### src/rtl/i2cb_pkg.sv
package i2cb_pkg;
  localparam int BYTE_W = 8;

  typedef enum logic [2:0] {
    OP_NONE  = 3'd0,
    OP_START = 3'd1,
    OP_WRITE = 3'd2,
    OP_ADDR  = 3'd3,
    OP_READ  = 3'd4,
    OP_STOP  = 3'd5
  } op_e;

  typedef enum logic [3:0] {
    S_IDLE,
    S_ST_A, S_ST_B, S_ST_C, S_ST_D,
    S_B_L0, S_B_L1, S_B_H0, S_B_H1,
    S_SP_A, S_SP_B, S_SP_C, S_SP_D
  } state_e;
endpackage

### src/rtl/i2cb_sync.sv
module i2cb_sync #(
  parameter int LINES  = 2,
  parameter int STAGES = 2
) (
  input  logic             clk,
  input  logic             rst,
  input  logic [LINES-1:0] d,
  output logic [LINES-1:0] q
);
  for (genvar g = 0; g < LINES; g++) begin : g_line
    logic [STAGES-1:0] sh;
    always_ff @(posedge clk) begin
      if (rst) sh <= '1;
      else     sh <= {sh[STAGES-2:0], d[g]};
    end
    assign q[g] = sh[STAGES-1];
  end
endmodule

### src/rtl/i2cb_tick.sv
module i2cb_tick #(
  parameter int QDIV = 78
) (
  input  logic clk,
  input  logic rst,
  input  logic clr,
  output logic tick
);
  localparam int CW = (QDIV > 1) ? $clog2(QDIV) : 1;
  localparam logic [CW-1:0] LAST = CW'(QDIV - 1);

  logic [CW-1:0] cnt;

  always_ff @(posedge clk) begin
    if (rst || clr)    cnt <= '0;
    else if (cnt == LAST) cnt <= '0;
    else               cnt <= cnt + 1'b1;
  end

  assign tick = (cnt == LAST);
endmodule

### src/rtl/i2cb_watch.sv
module i2cb_watch #(
  parameter int LIMIT = 6000
) (
  input  logic clk,
  input  logic rst,
  input  logic load,
  input  logic run,
  output logic expired
);
  localparam int CW = $clog2(LIMIT + 1);
  localparam logic [CW-1:0] START_VAL = CW'(LIMIT);

  logic [CW-1:0] cnt;

  always_ff @(posedge clk) begin
    if (rst)                     cnt <= '0;
    else if (load)               cnt <= START_VAL;
    else if (run && cnt != '0)   cnt <= cnt - 1'b1;
  end

  assign expired = run && (cnt == '0);
endmodule

### src/rtl/i2c_bounded_master.sv
module i2c_bounded_master
  import i2cb_pkg::*;
#(
  parameter int QDIV        = 78,
  parameter int TIMEOUT     = 6000,
  parameter int SYNC_STAGES = 2
) (
  input  logic                clk,
  input  logic                rst,
  input  logic                cmd_valid,
  input  logic [2:0]          cmd_op,
  input  logic [BYTE_W-1:0]   cmd_data,
  input  logic                cmd_flag,
  output logic                busy,
  output logic                done,
  output logic                rejected,
  output logic                timeout_err,
  output logic                bus_open,
  output logic [BYTE_W-1:0]   rx_byte,
  output logic                ack_nack,
  input  logic                scl_in,
  input  logic                sda_in,
  output logic                scl_pull,
  output logic                sda_pull
);
  localparam int BW = $clog2(BYTE_W + 1);
  localparam logic [BW-1:0] ACK_BIT = BW'(BYTE_W);

  state_e            state;
  logic              open_q, busy_q, done_q, rej_q, err_q;
  logic              scl_low_q, sda_low_q;
  logic [BYTE_W-1:0] shreg, rx_q;
  logic [BW-1:0]     bitn;
  logic              rd_mode, nack_last, ackn_q;
  logic              tick, expired, accept, scl_s, sda_s;
  logic [1:0]        line_s;

  assign accept = cmd_valid && !busy_q;

  i2cb_sync #(.LINES(2), .STAGES(SYNC_STAGES)) u_sync (
    .clk(clk), .rst(rst), .d({scl_in, sda_in}), .q(line_s)
  );
  assign scl_s = line_s[1];
  assign sda_s = line_s[0];

  i2cb_tick #(.QDIV(QDIV)) u_tick (
    .clk(clk), .rst(rst), .clr(accept), .tick(tick)
  );

  i2cb_watch #(.LIMIT(TIMEOUT)) u_watch (
    .clk(clk), .rst(rst), .load(accept), .run(busy_q), .expired(expired)
  );

  always_ff @(posedge clk) begin
    if (rst) begin
      state     <= S_IDLE;
      open_q    <= 1'b0;
      busy_q    <= 1'b0;
      done_q    <= 1'b0;
      rej_q     <= 1'b0;
      err_q     <= 1'b0;
      scl_low_q <= 1'b0;
      sda_low_q <= 1'b0;
      shreg     <= '0;
      rx_q      <= '0;
      bitn      <= '0;
      rd_mode   <= 1'b0;
      nack_last <= 1'b0;
      ackn_q    <= 1'b0;
    end else begin
      done_q <= 1'b0;
      rej_q  <= 1'b0;
      if (busy_q && expired) begin
        state     <= S_IDLE;
        busy_q    <= 1'b0;
        open_q    <= 1'b0;
        err_q     <= 1'b1;
        scl_low_q <= 1'b0;
        sda_low_q <= 1'b0;
      end else begin
        unique case (state)
          S_IDLE: begin
            if (cmd_valid) begin
              case (cmd_op)
                OP_START: begin
                  err_q  <= 1'b0;
                  busy_q <= 1'b1;
                  if (open_q) begin
                    sda_low_q <= 1'b0;
                    state     <= S_ST_A;
                  end else begin
                    state <= S_ST_B;
                  end
                end
                OP_WRITE, OP_ADDR, OP_READ: begin
                  if (!open_q) begin
                    rej_q <= 1'b1;
                  end else begin
                    err_q     <= 1'b0;
                    busy_q    <= 1'b1;
                    rd_mode   <= (cmd_op == OP_READ);
                    nack_last <= cmd_flag;
                    bitn      <= '0;
                    state     <= S_B_L0;
                    if (cmd_op == OP_ADDR)      shreg <= {cmd_data[BYTE_W-2:0], cmd_flag};
                    else if (cmd_op == OP_READ) shreg <= '1;
                    else                        shreg <= cmd_data;
                  end
                end
                OP_STOP: begin
                  if (!open_q) begin
                    rej_q <= 1'b1;
                  end else begin
                    err_q  <= 1'b0;
                    busy_q <= 1'b1;
                    state  <= S_SP_A;
                  end
                end
                default: rej_q <= 1'b1;
              endcase
            end
          end
          // START / repeated START
          S_ST_A: if (tick) begin
            scl_low_q <= 1'b0;
            state     <= S_ST_B;
          end
          S_ST_B: if (tick && scl_s && sda_s) begin
            sda_low_q <= 1'b1;
            state     <= S_ST_C;
          end
          S_ST_C: if (tick) begin
            scl_low_q <= 1'b1;
            state     <= S_ST_D;
          end
          S_ST_D: if (tick) begin
            open_q <= 1'b1;
            busy_q <= 1'b0;
            done_q <= 1'b1;
            state  <= S_IDLE;
          end
          // one bit: low, set data, release clock, sample
          S_B_L0: if (tick) begin
            if (bitn == ACK_BIT) sda_low_q <= rd_mode ? !nack_last : 1'b0;
            else                 sda_low_q <= rd_mode ? 1'b0 : !shreg[BYTE_W-1];
            state <= S_B_L1;
          end
          S_B_L1: if (tick) begin
            scl_low_q <= 1'b0;
            state     <= S_B_H0;
          end
          S_B_H0: if (tick && scl_s) state <= S_B_H1;
          S_B_H1: if (tick) begin
            scl_low_q <= 1'b1;
            if (bitn == ACK_BIT) begin
              if (rd_mode) rx_q   <= shreg;
              else         ackn_q <= sda_s;
              busy_q <= 1'b0;
              done_q <= 1'b1;
              state  <= S_IDLE;
            end else begin
              shreg <= {shreg[BYTE_W-2:0], sda_s};
              bitn  <= bitn + 1'b1;
              state <= S_B_L0;
            end
          end
          // STOP
          S_SP_A: if (tick) begin
            sda_low_q <= 1'b1;
            state     <= S_SP_B;
          end
          S_SP_B: if (tick) begin
            scl_low_q <= 1'b0;
            state     <= S_SP_C;
          end
          S_SP_C: if (tick && scl_s) begin
            sda_low_q <= 1'b0;
            state     <= S_SP_D;
          end
          S_SP_D: if (tick && sda_s) begin
            open_q <= 1'b0;
            busy_q <= 1'b0;
            done_q <= 1'b1;
            state  <= S_IDLE;
          end
          default: state <= S_IDLE;
        endcase
      end
    end
  end

  assign busy        = busy_q;
  assign done        = done_q;
  assign rejected    = rej_q;
  assign timeout_err = err_q;
  assign bus_open    = open_q;
  assign rx_byte     = rx_q;
  assign ack_nack    = ackn_q;
  assign scl_pull    = scl_low_q;
  assign sda_pull    = sda_low_q;
endmodule

### config.mk
export PLATFORM = sky130hd
export DESIGN_NAME = i2c_bounded_master
export DESIGN_NICKNAME = d
export VERILOG_FILES = /design/src/rtl/i2cb_pkg.sv /design/src/rtl/i2cb_sync.sv /design/src/rtl/i2cb_tick.sv /design/src/rtl/i2cb_watch.sv /design/src/rtl/i2c_bounded_master.sv
export SDC_FILE = /design/constraint.sdc
export NUM_CORES = 1
export LEC_CHECK = 0
export ABC_AREA = 0
export CORE_MARGIN = 1
export CORE_UTILIZATION = 50
export DETAILED_ROUTE_END_ITERATION = 8
export DONT_BUFFER_PORTS = 1
export SLEW_MARGIN = 20
export SYNTH_ARGS = -nofsm -noshare
export SYNTH_HDL_FRONTEND = slang
export SYNTH_SLANG_ARGS = --single-unit
### constraint.sdc
create_clock -name clk -period 5.3 [get_ports clk]
set_input_delay 0.53 -clock clk [delete_from_list [all_inputs] [get_ports clk]]
set_output_delay 0.53 -clock clk [all_outputs]
set_load 0.005 [all_outputs]
=== After elaboration in Yosys (flattened, before gate mapping) ===
Cells that the tools add are included.

* Register bits after elaboration: 58
* Input port bits: 17
* Output and inout port bits: 16
* Word-level logic and storage cells: 179

* Add/sub/neg operators: 3
* Equality and inequality tests: 45
* Multiplexer cells: 67
* Bitwise operators: 4
* Reductions and logical operators: 41

{| class="wikitable"
|+ Operators with widths
! cell !! count
|-
| $mux 4 || 20
|-
| $mux 8 || 7
|-
| $pmux 4 s13 || 1
|-
| $ne 2x2->1 const B || 16
|-
| $mux 13 || 2
|-
| $eq 4x4->1 const B || 6
|-
| $mux 1 || 24
|-
| $eq 4x3->1 const B || 4
|-
| $pmux 8 s2 || 1
|-
| $reduce_and 16->1 || 1
|-
| $reduce_and 8->1 || 2
|-
| $reduce_and 5->1 || 3
|-
| $logic_not 13->1 || 1
|-
| $reduce_bool 13->1 || 1
|-
| $sub 13x1->13 const B || 1
|-
| $pmux 4 s3 || 1
|-
| $reduce_bool 2->1 || 6
|-
| $pmux 1 s2 || 5
|-
| $ne 3x3->1 const B || 3
|-
| $eq 4x2->1 const B || 2
|-
| $ne 2x1->1 const B || 4
|-
| $pmux 4 s2 || 1
|-
| $reduce_or 2->1 || 4
|-
| $reduce_or 4->1 || 2
|-
| other kinds (27) || 42
|}

=== Longest topological paths before layout ===
Gate-level depths: netlist of run 1.

* Depth after elaboration: 7
* Depth in mapped cells: 10
* Gate-level depth less buffers: 7

=== Modules after synthesis ===
From an unflattened synthesis of run 1, not the netlist that was laid out.

* Cells, all modules: 371
* Area, all modules: 3135.5 um^2

{| class="wikitable"
|+ By module, submodules not included
! module !! instances !! cells an instance !! area an instance (um^2) !! seq. area each (um^2)
|-
| i2c_bounded_master || 1 || 241 || 1991.9 || 680.7
|-
| i2cb_watch || 1 || 87 || 732.0 || 260.2
|-
| i2cb_tick || 1 || 33 || 291.5 || 140.1
|-
| i2cb_sync || 1 || 10 || 120.1 || 80.1
|}

=== Worst setup path before layout of run 1 ===
OpenSTA, ideal clock, no wires.

* Path kind: register to register
* Start point: register u_watch.cnt[4]
* End point: register shreg[1]
* Library setup time: 128 ps
* Data arrival time: 1950 ps
* Data required time: 5172 ps
* Path slack: 3223 ps
* Cell stages (with the launch flop): 9
* Path buffers: 3
* Period minus slack after synthesis: 2077 ps
* Path through: dfxtp_1 or4_1 buf_2 nor4_4 a21o_1 buf_4 buf_6 mux2i_1 nor2_1

* Longest elaborated chain between the ends: 5

{| class="wikitable"
|+ Ends and longest elaborated chain
! element !! line !! text
|-
| from (decl) || i2cb_watch.sv:13 || <nowiki>logic [CW-1:0] cnt;</nowiki>
|-
| from (signal assigned) || i2cb_watch.sv:18 || <nowiki>else if (run && cnt != '0) cnt <= cnt - 1'b1;</nowiki>
|-
| $logic_not 13->1 || i2cb_watch.sv:21 || <nowiki>assign expired = run && (cnt == '0);</nowiki>
|-
| $logic_and 1x1->1 || i2cb_watch.sv:21 ||
|-
| $logic_and 1x1->1 || i2c_bounded_master.sv:73 || <nowiki>if (busy_q && expired) begin</nowiki>
|-
| $not 1->1 (no line) || n/a ||
|-
| $reduce_and 7->1 (no line) || n/a ||
|-
| to (signal assigned) || i2c_bounded_master.sv:105 || <nowiki>if (cmd_op == OP_ADDR) shreg <= {cmd_data[BYTE_W-2:0], cmd_flag};</nowiki>
|-
| to (signal assigned) || i2c_bounded_master.sv:107 || <nowiki>else shreg <= cmd_data;</nowiki>
|-
| to (signal assigned) || i2c_bounded_master.sv:162 || <nowiki>shreg <= {shreg[BYTE_W-2:0], sda_s};</nowiki>
|-
| to (decl) || i2c_bounded_master.sv:32 || <nowiki>logic [BYTE_W-1:0] shreg, rx_q;</nowiki>
|}

Every way passes these cells.
A chain may end at the register's enable or synchronous reset.

=== Final worst setup path of run 1 ===
* Start point: register state[3]
* End point: register rx_q[4] (netlist: rx_byte[4])

* Longest elaborated chain between the ends: 2

{| class="wikitable"
|+ Ends and longest elaborated chain
! element !! line !! text
|-
| from (decl) || i2c_bounded_master.sv:29 || <nowiki>state_e state;</nowiki>
|-
| from (signal assigned) || i2c_bounded_master.sv:56 || <nowiki>state <= S_IDLE;</nowiki>
|-
| from (signal assigned) || i2c_bounded_master.sv:74 || <nowiki>state <= S_IDLE;</nowiki>
|-
| from (signal assigned) || i2c_bounded_master.sv:90 || <nowiki>state <= S_ST_A;</nowiki>
|-
| $eq 4x4->1 || i2c_bounded_master.sv:81 || <nowiki>unique case (state)</nowiki>
|-
| $reduce_and 5->1 (no line) || n/a ||
|-
| to (signal assigned) || i2c_bounded_master.sv:156 || <nowiki>if (rd_mode) rx_q <= shreg;</nowiki>
|-
| to (decl) || i2c_bounded_master.sv:32 ||
|}

Every way passes these cells.

==> results of run 1 <==
## cell usage after synthesis, types with 8 or more instances
| master | instances |
|---|---|
| a21oi_1 | 21 |
| a22oi_1 | 8 |
| a31oi_1 | 12 |
| clkbuf_1 | 21 |
| dfxtp_1 | 58 |
| inv_1 | 10 |
| mux2i_1 | 21 |
| nand2_1 | 21 |
| nand3_1 | 13 |
| nor2_1 | 53 |
| nor3_1 | 8 |
| o21ai_0 | 22 |
| xor2_1 | 9 |
## worst max-delay path, stage by stage (launching register included)
cell and delay [ps]:
dfxtp_1 800, nor4b_2 580, nand4_1 210, nor3b_2 780
mux2i_1 290, nor2_1 60
## how the worst max path moves through the flow
stage | start | endpoint | slack (ps)
after floorplan | u_watch.cnt[4] | shreg[1] | 3220
final | state[3] | rx_byte[4] | 2470
after global routing | state[3] | rx_byte[4] | 2240
after global placement | state[3] | rx_byte[4] | 2570
after detailed placement | state[3] | bitn[3] | 2500
after CTS | state[3] | rx_byte[4] | 2470
## registers in the layout, indices dropped and copies added, names as in the netlist, 4 cells and up
name,flops
u_tick.cnt,7
rx_byte,8
shreg,8
bitn,4
u_watch.cnt,13
u_sync.g_line.sh,4
state,4
## cells by family (layout without fill, tap and decap cells)
| kind of cell | after synthesis | after routing | synth area share |
|---|---|---|---|
| flops | 58 | 58 | 0.364 |
| xor+xnor | 13 | 13 | 0.0357 |
| simple gates | 161 | 161 | 0.278 |
| buf+inv | 37 | 27 | 0.0503 |
| compound gates | 89 | 89 | 0.178 |
| mux | 22 | 22 | 0.0695 |
| fa+ha+maj | 6 | 6 | 0.0236 |
## per-layer routing
metal,vias up,routed length [um],GRT usage
li1,1360,-,-
met3,13,463,0.0822
met5,-,0,0
met4,0,123,0.0877
met2,64,3240,0.384
met1,1247,3260,0.267
## area by class of cell
class,instances,area (um2),share of cell area
repair buffers,1,7.51,0.00224
flip-flops and latches,58,1160,0.346
inverters,10,37.5,0.0112
multi-input cells,291,1870,0.558
clock inverters,2,10.0,0.00299
clock buffers,14,173,0.0515
well taps,75,93.8,0.0280
## power breakdown
| part | switching [mW] | internal [mW] |
|---|---|---|
| Combinational | 0.168 | 0.121 |
| Clock | 0.172 | 0.207 |
| Sequential | 0.0577 | 0.467 |
## metrics by stage
step,worst slack [ps],std cells
6_report,2470,451
5_1_grt,2240,451
4_1_cts,2470,451
3_5_place_dp,2500,435
3_3_place_gp,2570,435
2_1_floorplan,3220,386
==> results.yml, run 1 <==
floorplanning:
  rows: 28
  die_h_um: 81.8
  start_util: 0.529
  coreArea_um2: 6030
  dieWidth_um: 81.8
  ioPinCount: 33
  die-area_um2: 6690
critical_path:
  rrSetupSlack_ps: 2470
  crit_fanout: 25
  startpoint_type: "flip-flop"
  crit_arrival_ps: 3060
  critPathCaptureType: "flip-flop"
  r2r_cells: 5
  r2r_start: "state[3]"
  critPathRequiredTime_ps: 5530
  reg2reg_to: "rx_byte[4]"
  path_class: "reg2reg"
clocking:
  htreeDepth: 3
  numCtsBuffers: 9
  clock_path_buffers: 2
  cts_resized: 0
  clk_pin_slew_worst_paths_ps: 70
  clk_latency_ps: 350
  holdBufCountCts: 0
  cts_root_buf: "clkbuf_8"
  post_cts_buffers: 0
  cts_num_sinks: 58
  cts_tree: "yes"
cells_and_area:
  nets: 394
  drive_gt1_frac: 0.0851
  most-common-layout-cells: "dfxtp_1, nor2_1, o21ai_0"
  fillers: 570
  finalInstanceArea_um2: 3350
  diodes: 0
  layout_commonest_cell: "dfxtp_1"
  synthToLayoutAreaGrowth_pct: 5.22
  final_util: 0.556
placement:
  placed_cell_area_um2: 3170
  routabilityCongestion: 0.863
  portBuffers: 0
  dp_hpwl_um: 4810
synth:
  yosys-top-cells-area: "dfxtp_1, mux2i_1, nor2_1"
  synthArstFlopShare: 0
  ys_types: 60
  yosysTopAreaCellShare: 0.364
  synth_edf_count: 0
  ys_warn_count: 0
  ys.flop_type: "dfxtp_1"
  post-synth-top-area-cell: "dfxtp_1"
  syn_avg_cell_area_um2: 8.25
  syn_area_um2: 3190
  synth_seq_cells: 58
  yosysSeqAreaShare: 0.364
  syn_nets: 409
  synthCells: 386
hold_path:
  hold_start: "rst"
  hp-class: "in2reg"
  whs_path_depth: 1
  whs_endpoint: "u_watch.cnt[5]"
routing:
  drtIter0Drc: 96
  via_count: 2684
  vias_per_cell: 5.95
  post-route-drc-count: 0
  antenna_left: 0
  wl_um: 7080
  wl_per_cell_um: 15.7
  drt_pre_antenna_iters: 4
global_routing:
  grt_pass1_wl_um: 11500
  grt_pass1_vias: 2531
  antenna_found_initial: 0
  globalRouteOverflowTotal: 0
  track_usage: 0.230
  grt_start_max_net_pins: 39
timing:
  finalHoldViolCount: 0
  slew_headroom: 0.398
  timing.hold.ws_ps: 248
  clock_skew_ps: 9.90
  report.final.slew_viol_count: 0
  finalSetupViolations: 0
  max_freq_ghz: 0.354
  worst_pin_slew_ps: 899
  fin_crit_ps: 2830
  fin_crit_sh: 0.533
  finalSetupTns_ps: 0
  rsz0062_at_grt: "false"
power_and_ir_drop:
  ir_drop_mv: 0.193
  p_leak_nw: 1.22
  p_total_mw: 1.19
  power.density_nw_per_um2: 356
outcome:
  status: "finished, final reports clean"
flow_run:
  drv_cap: 0
No activity file was read; power rests on OpenSTA's default activity.
==> run 2: changes to the inputs <==
Clock period 5.3 ns to 2.7 ns, I/O delays scaled along.
==> run 2 against run 1 <==
  * Utilization is 2.2 points higher
  * Worst hold slack worse by 210 ps
  * Count of clock-buffer cells in the layout is 3 lower
  * Critical path type unchanged
  * Largest cell class unchanged
==> results.yml, run 2 (synthesized netlist as in run 1, its figures left out) <==
routing:
  vias_per_cell: 5.92
  via_count: 2748
  drtIter0Drc: 173
  drt_pre_antenna_iters: 5
  wl_per_cell_um: 16.1
  post-route-drc-count: 0
  antenna_left: 0
  wl_um: 7480
critical_path:
  critPathRequiredTime_ps: 2900
  crit_fanout: 11
  crit_arrival_ps: 2580
  path_class: "reg2reg"
  startpoint_type: "flip-flop"
  critPathCaptureType: "flip-flop"
clocking:
  cts_root_buf: "clkbuf_8"
  numCtsBuffers: 9
  clk_pin_slew_worst_paths_ps: 70
  clock_path_buffers: 2
  cts_num_sinks: 58
  htreeDepth: 3
  post_cts_buffers: 0
  clk_latency_ps: 330
  cts_tree: "yes"
hold_path:
  hp-class: "in2reg"
global_routing:
  grt_start_max_net_pins: 26
  track_usage: 0.236
  grt_pass1_vias: 2472
  grt_pass1_wl_um: 11900
  globalRouteOverflowTotal: 0
  antenna_found_initial: 0
placement:
  portBuffers: 0
  dp_hpwl_um: 5010
  place_inst: 445
  place_ws_ps: 346
  placed_cell_area_um2: 3240
  routabilityCongestion: 0.874
flow_run:
  drv_cap: 0
floorplanning:
  dieWidth_um: 81.8
  ioPinCount: 33
  start_util: 0.529
  coreArea_um2: 6030
  die-area_um2: 6690
  rows: 28
  die_h_um: 81.8
cells_and_area:
  fillers: 580
  layout_commonest_cell: "dfxtp_1"
  most-common-layout-cells: "dfxtp_1, nor2_1, o21ai_0"
  drive_gt1_frac: 0.108
  diodes: 0
  fin_cells: 464
  nets: 409
  synthToLayoutAreaGrowth_pct: 9.43
  finalInstanceArea_um2: 3490
  registers.top_by_ff_count: "u_watch.cnt"
  largest_reg_flops: 13
power_and_ir_drop:
  p_leak_nw: 1.30
  ir_drop_mv: 0.434
  power.density_nw_per_um2: 702
timing:
  fin_crit_sh: 0.881
  timing.hold.ws_ps: 34.9
  finalHoldViolCount: 0
  worst_pin_slew_ps: 912
  report.final.slew_viol_count: 0
  finalSetupViolations: 0
  setup_ws_ps: 321
  slew_headroom: 0.389
  max_freq_ghz: 0.420
  fin_crit_ps: 2380
  finalSetupTns_ps: 0
  clock_skew_ps: 12.7
  rsz0062_at_grt: "false"
outcome:
  status: "finished, final reports clean"
## run 2: final timing paths
kind                          start                      to  slack, ps  depth (start not counted)
min reg2reg  u_sync.g_line[0].sh[0]  u_sync.g_line[0].sh[1]        410                          1
max                  u_watch.cnt[4]                shreg[2]        320                          6
max reg2reg          u_watch.cnt[4]                shreg[2]        320                          6
min                          scl_in  u_sync.g_line[1].sh[0]         30                          1
## run 2: timing repair
action / CTS / global route
hold buffers: 4 / 1
endpoints found under the setup margin: 0 / 0
resized for setup: 0 / 0
endpoints found under the hold margin: 13 / 2
## run 2: final cells by class
class                      count  area [um2]  area share
timing repair buffer          16         133      0.0380
clock inverter                 3        40.0      0.0115
multi-input combinational    291        1870       0.536
inverter                      10        37.5      0.0108
sequential                    58        1160       0.333
clock buffer                  11         151      0.0434
tap                           75        93.8      0.0269
## run 2: per-stage QoR
| step | total power [mW] | utilization |
|---|---|---|
| 6_report | 2.45 | 0.578 |
| 4_1_cts | 2.45 | 0.577 |
| 5_1_grt | 2.58 | 0.578 |
| 2_1_floorplan | 1.52 | - |
| 3_5_place_dp | 1.65 | 0.538 |
| 3_3_place_gp | 1.65 | 0.538 |
## run 2: power by group
part,internal (mW),total (mW),leakage [nW],switching (mW)
clock,0.463,0.790,0.101,0.327
sequential,0.917,0.972,0.471,0.0548
combinational,0.279,0.686,0.727,0.407
## run 2: per-layer routing
layer	vias to the layer above	track usage	wire, um
met4	0	0.0474	48
met3	5	0.0800	535
met5	-	0	0
li1	1392	-	-
met1	1263	0.323	3630
met2	88	0.360	3270
## run 2: critical path: stages (launching register included)
cell	delay, ps
dfxtp_1	350
or4_1	690
nor4_4	360
a21o_1	360
buf_4	250
mux2i_1	200
nor2_1	50
==> run 3: changes to the inputs <==
Settings changed: SYNTH_HIERARCHICAL set to 1.
==> run 3 against run 2 <==
  * Cell count did not move
  * Sequential share of layout area fell by 0.19 points
  * Utilization rose by 0.67 points
  * Combinational power rose by 47%
  * Total power rose by 16%
  * Setup slack got worse by 140 ps
  * Sequential power rose by 6%
  * Global-route usage rose by 0.18 points
  * Clock power rose by 1%
  * Maximum frequency fell by 5.7%
  * Count of clock-buffer cells in the layout did not move
==> results.yml, run 3 <==
flow_run:
  drv_cap: 0
routing:
  via_count: 2793
  highest_layer: "met4"
  wl_met3_um: 297
  wl_um: 7280
  met2_wirelength_um: 3420
  drt-met1-wl_um: 3410
  post-route-drc-count: 0
  vias_per_cell: 6.02
  drt_pre_antenna_iters: 5
  antenna_left: 0
  wl_per_cell_um: 15.7
  drtIter0Drc: 174
synth:
  yosys-top-cells-area: "dfxtp_1, mux2i_1, nor2_1"
  post-synth-top-area-cell: "dfxtp_1"
  synth_seq_cells: 58
  yosysSeqAreaShare: 0.370
  syn_area_um2: 3140
  synthCells: 371
  syn_nets: 394
  synthArstFlopShare: 0
  yosysTopAreaCellShare: 0.370
  ys_types: 63
  post-synth-top-count-cell: "dfxtp_1"
  syn_avg_cell_area_um2: 8.45
  ys_warn_count: 6
  ys.flop_type: "dfxtp_1"
  synth_edf_count: 0
  synth_common_cells: "dfxtp_1, nor2_1, nand2_1, a21oi_1, o21ai_0"
timing:
  worst_pin_slew_ps: 803
  fin_crit_ps: 2520
  finalSetupViolations: 0
  finalSetupTns_ps: 0
  finalHoldViolCount: 0
  fin_crit_sh: 0.934
  slew_headroom: 0.465
  clock_skew_ps: 7.44
  max_freq_ghz: 0.396
  rsz0062_at_grt: "false"
  report.final.slew_viol_count: 0
power_and_ir_drop:
  power_switching_mw: 1.01
  p_int_mw: 1.83
  pwr-share-seq: 0.363
  power.density_nw_per_um2: 810
  p_leak_nw: 1.32
  p_comb_frac: 0.356
  p_sw_frac: 0.354
  p_total_mw: 2.84
  ir_drop_mv: 0.473
  p_clk_frac: 0.281
critical_path:
  reg2reg_to: "rx_byte[6]"
  path_class: "reg2reg"
  critPathRequiredTime_ps: 2910
  startpoint_type: "flip-flop"
  r2r_start: "u_watch/cnt[0]"
  critPathCaptureType: "flip-flop"
  r2r_cells: 9
  crit_arrival_ps: 2730
  rrSetupSlack_ps: 180
  crit_fanout: 8
clocking:
  cts_num_sinks: 58
  numCtsBuffers: 9
  clock_path_buffers: 2
  clk_pin_slew_worst_paths_ps: 70
  htreeDepth: 3
  cts_root_buf: "clkbuf_8"
  clk_latency_ps: 340
  cts_tree: "yes"
cells_and_area:
  layout_commonest_cell: "dfxtp_1"
  diodes: 0
  finalInstanceArea_um2: 3510
  registers.top_by_ff_count: "u_watch/cnt"
  nets: 407
  fillers: 543
  most-common-layout-cells: "dfxtp_1, nor2_1, nand2_1"
  drive_gt1_frac: 0.159
  final_util: 0.585
  fin_cells: 464
  largest_reg_flops: 13
  synthToLayoutAreaGrowth_pct: 11.8
placement:
  placed_cell_area_um2: 3270
  portBuffers: 0
  dp_hpwl_um: 5010
  routabilityCongestion: 0.815
  place_inst: 445
global_routing:
  globalRouteOverflowTotal: 0
  grt_start_max_net_pins: 30
  grt_pass1_vias: 2520
  grt_pass1_wl_um: 11900
  track_usage: 0.238
  antenna_found_initial: 0
outcome:
  status: "finished, final reports clean"
hold_path:
  hp-class: "in2reg"
  whs_endpoint: "u_sync/g_line[0].sh[0]"
  hold_start: "rst"
  whs_path_depth: 1
floorplanning:
  coreArea_um2: 5990
  ioPinCount: 33
  start_util: 0.523
  rows: 28
  dieWidth_um: 81.2
  die-area_um2: 6590
  die_h_um: 81.2
run 3: metal layers:
| layer | vias up | global-route usage |
|---|---|---|
| met5 | - | 0 |
| met4 | 0 | 0.0893 |
| met3 | 19 | 0.0562 |
| met2 | 76 | 0.374 |
| met1 | 1309 | 0.315 |
| li1 | 1389 | - |
run 3: final cells by class:
class	count	area, um2	share of cell area
multi-input cells	281	1840	0.525
flip-flops and latches	58	1160	0.331
repair buffers	23	173	0.0493
clock buffers	11	141	0.0403
well taps	75	93.8	0.0268
clock inverters	5	53.8	0.0153
inverters	11	41.3	0.0118
run 3: cell families after synthesis:
| group | share of synthesized area |
|---|---|
| fa+ha+maj | 0.0239 |
| simple gates | 0.264 |
| flops | 0.370 |
| xor+xnor | 0.0168 |
| buf+inv | 0.0491 |
| mux | 0.0866 |
| compound gates | 0.189 |
run 3: worst max-delay path by stage:
stage	from	end	slack (ps)	cells after the start
floorplan	u_watch/cnt[0]	shreg[3]	30	12
global placement	u_watch/cnt[0]	bitn[3]	130	11
detailed placement	u_watch/cnt[0]	rd_mode	30	11
CTS	u_watch/cnt[0]	bitn[3]	50	11
global route	u_watch/cnt[0]	rx_byte[1]	0.9	9
finish	u_watch/cnt[0]	rx_byte[6]	180	9
run 3: timing repair:
action | 4_1_cts | 5_1_grt
buffers inserted | 0 | 1
resized for setup | 1 | 4
setup endpoints to repair | 2 | 22
hold endpoints to repair | 29 | 0
hold buffers | 2 | 0
run 3: stage by stage:
| stage | hold WS (ps) | setup slack, ps |
|---|---|---|
| floorplan | 339 | 25.8 |
| global placement | 343 | 126 |
| detailed placement | 347 | 31.9 |
| CTS | 15.2 | 53.9 |
| global route | 13.2 | 0.931 |
| finish | 27.6 | 177 |
run 3: power groups by stage:
stage / clock network [mW] / logic (mW) / registers [mW]
6_report: 0.798 / 1.01 / 1.03
5_1_grt: 0.857 / 1.12 / 1.04
4_1_cts: 0.814 / 0.991 / 1.03
3_5_place_dp: 0 / 0.976 / 1.05
3_3_place_gp: 0 / 0.974 / 1.05
2_1_floorplan: 0 / 0.765 / 1.02
run 3: worst max-delay path, stage by stage (launching register included):
cell and delay (ps):
dfxtp_1 330, inv_1 90, ha_1 160, or4b_4 470, or4_4 450, nor4_4 180
nand2_2 130, nand4_2 300, mux2i_1 230, nor2_1 60
